**config.mk**
```make
export PLATFORM = sky130hd
export DESIGN_NAME = acc_rd_path
export DESIGN_NICKNAME = d
export VERILOG_FILES = /design/src/rtl/acc_rd_pkg.sv /design/src/rtl/acc_rd_scaler.sv /design/src/rtl/acc_rd_limiter.sv /design/src/rtl/acc_rd_lane.sv /design/src/rtl/acc_rd_path.sv
export SDC_FILE = /design/constraint.sdc
export NUM_CORES = 1
export LEC_CHECK = 0
export BUFFER_PORTS_ARGS = -buffer_cell sky130_fd_sc_hd__buf_2
export CORE_MARGIN = 2
export CORE_UTILIZATION = 40
export DETAILED_ROUTE_END_ITERATION = 6
export HOLD_SLACK_MARGIN = 0.1
export PLACE_DENSITY = 0.69
export REMOVE_ABC_BUFFERS = 1
export SYNTH_ARGS = -nofsm -noshare
export SYNTH_HDL_FRONTEND = slang
export SYNTH_SLANG_ARGS = --single-unit
export TNS_END_PERCENT = 100
```
**constraint.sdc**
```tcl
create_clock -name clk -period 2.5 [get_ports clk]
set_clock_uncertainty 0.15 [all_clocks]
set_input_delay 0.375 -clock clk [delete_from_list [all_inputs] [get_ports clk]]
set_output_delay 0.375 -clock clk [all_outputs]
set_load 0.005 [all_outputs]
```
**src/rtl/acc_rd_pkg.sv**
```systemverilog
package acc_rd_pkg;

    parameter int unsigned WORD_W  = 24;
    parameter int unsigned EXT_W   = 8;
    localparam int unsigned ACC_W   = EXT_W + 2 * WORD_W;
    localparam int unsigned GUARD_W = EXT_W + 1;
    localparam int unsigned SRC_W   = 3;
    localparam int unsigned MODE_W  = 2;
    localparam int unsigned LANES   = 2;

    typedef logic [ACC_W-1:0]  acc_t;
    typedef logic [WORD_W-1:0] word_t;

    typedef enum logic [MODE_W-1:0] {
        SCL_NONE  = 2'd0,
        SCL_LEFT  = 2'd1,
        SCL_RIGHT = 2'd2,
        SCL_RSVD  = 2'd3
    } scale_e;

    typedef enum logic [SRC_W-1:0] {
        SRC_ACC_A = 3'd0,
        SRC_ACC_B = 3'd1,
        SRC_A_LO  = 3'd2,
        SRC_A_HI  = 3'd3,
        SRC_A_EXT = 3'd4,
        SRC_B_LO  = 3'd5,
        SRC_B_HI  = 3'd6,
        SRC_B_EXT = 3'd7
    } src_e;

    typedef struct packed {
        word_t data;
        logic  sat;
    } lane_t;

    function automatic word_t pos_limit();
        return {1'b0, {(WORD_W-1){1'b1}}};
    endfunction

    function automatic word_t neg_limit();
        return {1'b1, {(WORD_W-1){1'b0}}};
    endfunction

    function automatic word_t ext_field(input acc_t v);
        return {{(WORD_W-EXT_W){v[ACC_W-1]}}, v[ACC_W-1 -: EXT_W]};
    endfunction

endpackage

```
**src/rtl/acc_rd_scaler.sv**
```systemverilog
module acc_rd_scaler
    import acc_rd_pkg::*;
(
    input  acc_t   acc_in,
    input  scale_e mode,
    output acc_t   acc_out
);

    always_comb begin
        case (mode)
            SCL_LEFT:  acc_out = {acc_in[ACC_W-2:0], 1'b0};
            SCL_RIGHT: acc_out = {acc_in[ACC_W-1], acc_in[ACC_W-1:1]};
            default:   acc_out = acc_in;
        endcase
    end

endmodule

```
**src/rtl/acc_rd_limiter.sv**
```systemverilog
module acc_rd_limiter
    import acc_rd_pkg::*;
(
    input  acc_t  scaled,
    output lane_t res
);

    logic [GUARD_W-1:0] guard;
    logic               fits;

    always_comb begin
        guard = scaled[ACC_W-1 -: GUARD_W];
        fits  = (guard == '0) || (guard == '1);
        res.sat = !fits;
        if (fits)
            res.data = scaled[2*WORD_W-1 -: WORD_W];
        else if (scaled[ACC_W-1])
            res.data = neg_limit();
        else
            res.data = pos_limit();
    end

endmodule

```
**src/rtl/acc_rd_lane.sv**
```systemverilog
module acc_rd_lane
    import acc_rd_pkg::*;
(
    input  acc_t   acc_a,
    input  acc_t   acc_b,
    input  src_e   src,
    input  scale_e mode,
    output lane_t  res
);

    acc_t  whole;
    acc_t  scaled;
    lane_t limited;
    logic  is_whole;

    always_comb begin
        is_whole = (src == SRC_ACC_A) || (src == SRC_ACC_B);
        whole    = (src == SRC_ACC_B) ? acc_b : acc_a;
    end

    acc_rd_scaler u_scale (
        .acc_in  (whole),
        .mode    (mode),
        .acc_out (scaled)
    );

    acc_rd_limiter u_limit (
        .scaled (scaled),
        .res    (limited)
    );

    always_comb begin
        res.sat = 1'b0;
        case (src)
            SRC_A_LO:  res.data = acc_a[WORD_W-1:0];
            SRC_A_HI:  res.data = acc_a[2*WORD_W-1 -: WORD_W];
            SRC_A_EXT: res.data = ext_field(acc_a);
            SRC_B_LO:  res.data = acc_b[WORD_W-1:0];
            SRC_B_HI:  res.data = acc_b[2*WORD_W-1 -: WORD_W];
            SRC_B_EXT: res.data = ext_field(acc_b);
            default:   res.data = limited.data;
        endcase
        if (is_whole)
            res.sat = limited.sat;
    end

endmodule

```
**src/rtl/acc_rd_path.sv**
```systemverilog
module acc_rd_path
    import acc_rd_pkg::*;
(
    input  logic                           clk,
    input  logic                           rst,
    input  logic [acc_rd_pkg::ACC_W-1:0]   acc_a,
    input  logic [acc_rd_pkg::ACC_W-1:0]   acc_b,
    input  logic [acc_rd_pkg::MODE_W-1:0]  scale_mode,
    input  logic [acc_rd_pkg::SRC_W-1:0]   x_src,
    input  logic [acc_rd_pkg::SRC_W-1:0]   y_src,
    output logic [acc_rd_pkg::WORD_W-1:0]  x_bus,
    output logic [acc_rd_pkg::WORD_W-1:0]  y_bus,
    output logic                           limit_hit
);

    src_e   lane_src [LANES];
    lane_t  lane_res [LANES];
    scale_e mode;
    logic   any_sat;

    assign mode        = scale_e'(scale_mode);
    assign lane_src[0] = src_e'(x_src);
    assign lane_src[1] = src_e'(y_src);

    for (genvar g = 0; g < LANES; g++) begin : g_lane
        acc_rd_lane u_lane (
            .acc_a (acc_a),
            .acc_b (acc_b),
            .src   (lane_src[g]),
            .mode  (mode),
            .res   (lane_res[g])
        );
    end

    always_comb begin
        any_sat = 1'b0;
        for (int i = 0; i < LANES; i++)
            any_sat = any_sat | lane_res[i].sat;
    end

    always_ff @(posedge clk) begin
        if (rst) begin
            x_bus     <= '0;
            y_bus     <= '0;
            limit_hit <= 1'b0;
        end else begin
            x_bus     <= lane_res[0].data;
            y_bus     <= lane_res[1].data;
            limit_hit <= any_sat;
        end
    end

endmodule

```
==> metrics.cfg <==
[run_status]
run_status=finished, violations left
violations=setup timing

[global_routing]
track_usage_pct=29.4
grt_first_pass_wirelength_microns=34700
grt_pass1_vias=6433
overflow=0
antenna_found_initial=0
grt_start_max_net_pins=57

[sta]
rsz0062_at_grt=yes
setup_viol=34
finalMaxSlewViolations=0
fin_crit_sh_pct=102
holdWs_ns=0.317
finalHoldViolations=0
fin_crit_ns=2.55
fin_ws_ns=-0.0459
tightest_slew_ns=0.605
fmax_mhz=393
slew_headroom_pct=58.6

[run]
max_cap_violations=0

[clock_tree]
cts_hold_buf=0
cts_buffers=5
cts_tree=yes
cts_buffer_depth=2
cts_sinks=49
htreeDepth=2
root_buffer=clkbuf_16
clkTransAtPathRegs_ns=0.07

[finish]
area_delta_synth_final_pct=38.8
drive_gt1_share_pct=45.5
fin_area_sq_um=7790
fin_nets=1049
diodes=0
final_cell_count_no_fill=1106
fillers=1291

[floorplanning]
core_sq_um=13800
die_area_sq_um=15000
ioPinCount=171
dieWidth_microns=122
fp.dieH_microns=122
initial_utilization_pct=40.8
num_rows=43

[route]
wirelength_microns=23600
drt_iter0_drc=853
first_pass_iters=6
drc=0
detail-route-antenna-nets=0
vias=7065
viasPerCell=6.39
wl_per_cell_microns=21.3

[logic_synthesis]
ys_seq_area_share_pct=17.5
synth_enable_flop_cells=0
yosys_register_bits=49
dominantRegCellSynth=dfxtp_1
syn_avg_cell_area_sq_um=7.83
ys_types=42
syn-cell-area_sq_um=5610
yosys_warnings=0
synthCells=717
async_flop_share_pct=0

[placed_design]
dpl.cell_count=1079
hpwl_microns=16300
placed_cell_area_sq_um=7120
portBuffers=170
place_congestion=0.951
post-place-ws_ns=-0.366

[power_and_ir_drop]
ir_drop_mv=0.251
power_mw=3.27
leakage_nw=3.30
p_per_area_nw_per_um2=420

[worst_setup_path]
worstPathArrival_ns=2.57
worst_setup_path_end_kind=register
worstPathMaxFanout=6
worst_ep_required_time_ns=2.53
start_kind=input pin
crit_type=input pin to register

[hold_path]
hold_class=input pin to register

==> stage by stage <==
step | TNS, ns | util [%]
after floorplan | -95.93 | -
after global placement | -14.02 | 51.7
after detailed placement | -16.17 | 51.7
after CTS | 0 | 53.2
after global routing | -4.04 | 56.6
final | -0.754 | 56.6
==> Yosys cell counts, types with 3 or more instances <==
library cell	n	area [sq um]
a2111oi_0	6	52.6
a211oi_1	9	67.6
a211oi_2	27	338
a21oi_1	20	100
a221oi_1	38	333
a221oi_2	13	195
a22o_1	17	149
a22oi_1	62	465
and3_1	3	18.8
buf_1	8	30.0
buf_2	8	40.0
buf_4	5	37.5
buf_6	6	67.6
clkbuf_1	43	161
dfxtp_1	49	981
inv_1	6	22.5
mux2_2	57	642
mux2_4	6	90.1
mux2i_1	42	420
nand2_1	139	522
nand2b_1	3	18.8
nand4_1	4	25.0
nor2_1	30	113
nor4_1	4	25.0
o21ai_0	72	360
o21ai_1	7	35.0
o22ai_1	10	62.6
==> critical path, stage by stage <==
cell       delay, ns
buf_8           0.10
nor3b_4         0.22
buf_12          0.16
buf_4           0.11
mux2_4          0.31
a22oi_2         0.21
o21ai_2         0.11
nor4_2          0.27
nand2_1         0.13
a21boi_4        0.20
buf_12          0.15
clkbuf_16       0.15
a211oi_2        0.06
==> per-layer routing <==
layer,track usage (%),vias up,share of wire [%]
met3,4.28,73,11
met4,11.4,0,3.5
met1,39.4,3304,39
li1,-,3180,-
met2,47.6,508,46
met5,0,-,0
==> sequential cells by signal (all words and copies together), names as in the netlist <==
signal,cells
limit_hit,1
y_bus,24
x_bus,24
==> where the power goes <==
part | internal (mW) | leakage [nW] | switching (mW)
Sequential | 0.854 | 0.408 | 0.0240
Combinational | 0.661 | 2.80 | 0.814
Clock | 0.573 | 0.0938 | 0.342
==> path summary, 6_finish.rpt <==
kind | to | slack (ns) | cells after the start | startpoint
setup / recovery | y_bus[9] | -0.05 | 13 | y_src[2]
hold / removal | y_bus[13] | 0.32 | 3 | acc_b[13]
==> cell usage in the layout, fill, tap and decap left out, drive strengths merged, types with 3 or more instances in the layout <==
cell type / synthesis / routed
a2111oi: 6 / 6
a211oi: 36 / 36
a21boi: 4 / 4
a21oi: 20 / 20
a221oi: 51 / 51
a22o: 17 / 17
a22oi: 62 / 62
and3: 3 / 3
buf: 27 / 267
clkbuf: 43 / 9
clkinv: 2 / 3
dfxtp: 49 / 49
inv: 6 / 6
mux2: 64 / 64
mux2i: 42 / 42
nand2: 139 / 139
nand2b: 3 / 3
nand4: 4 / 4
nor2: 30 / 30
nor4: 4 / 4
o21ai: 79 / 79
o22ai: 10 / 10
==> logic make-up after synthesis <==
family | Yosys count | share of synthesized area [%]
DFF | 49 | 17.5
buffers and inverters | 78 | 6.53
adders and majority gates | 2 | 0.446
and+or+nand+nor | 190 | 14.0
muxes | 107 | 21.1
AOI/OAI and AO/OA | 291 | 40.4
==> repair_timing <==
action / CTS / global route
resized for setup: 9 / 55
pin swaps: 1 / 31
setup buffers: 0 / 14
setup endpoints to repair: 45 / 47
cloned: 0 / 5
==> final cells by class <==
type	instances	area [sq um]	area share (%)
Clock buffer	5	125	1.61
Clock inverter	3	65.1	0.835
Inverter	8	30.0	0.385
Multi-Input combinational cell	590	4460	57.3
Sequential cell	49	981	12.6
Tap cell	180	225	2.89
Timing Repair Buffer	271	1900	24.4
Power figures use the tool's default switching activity.
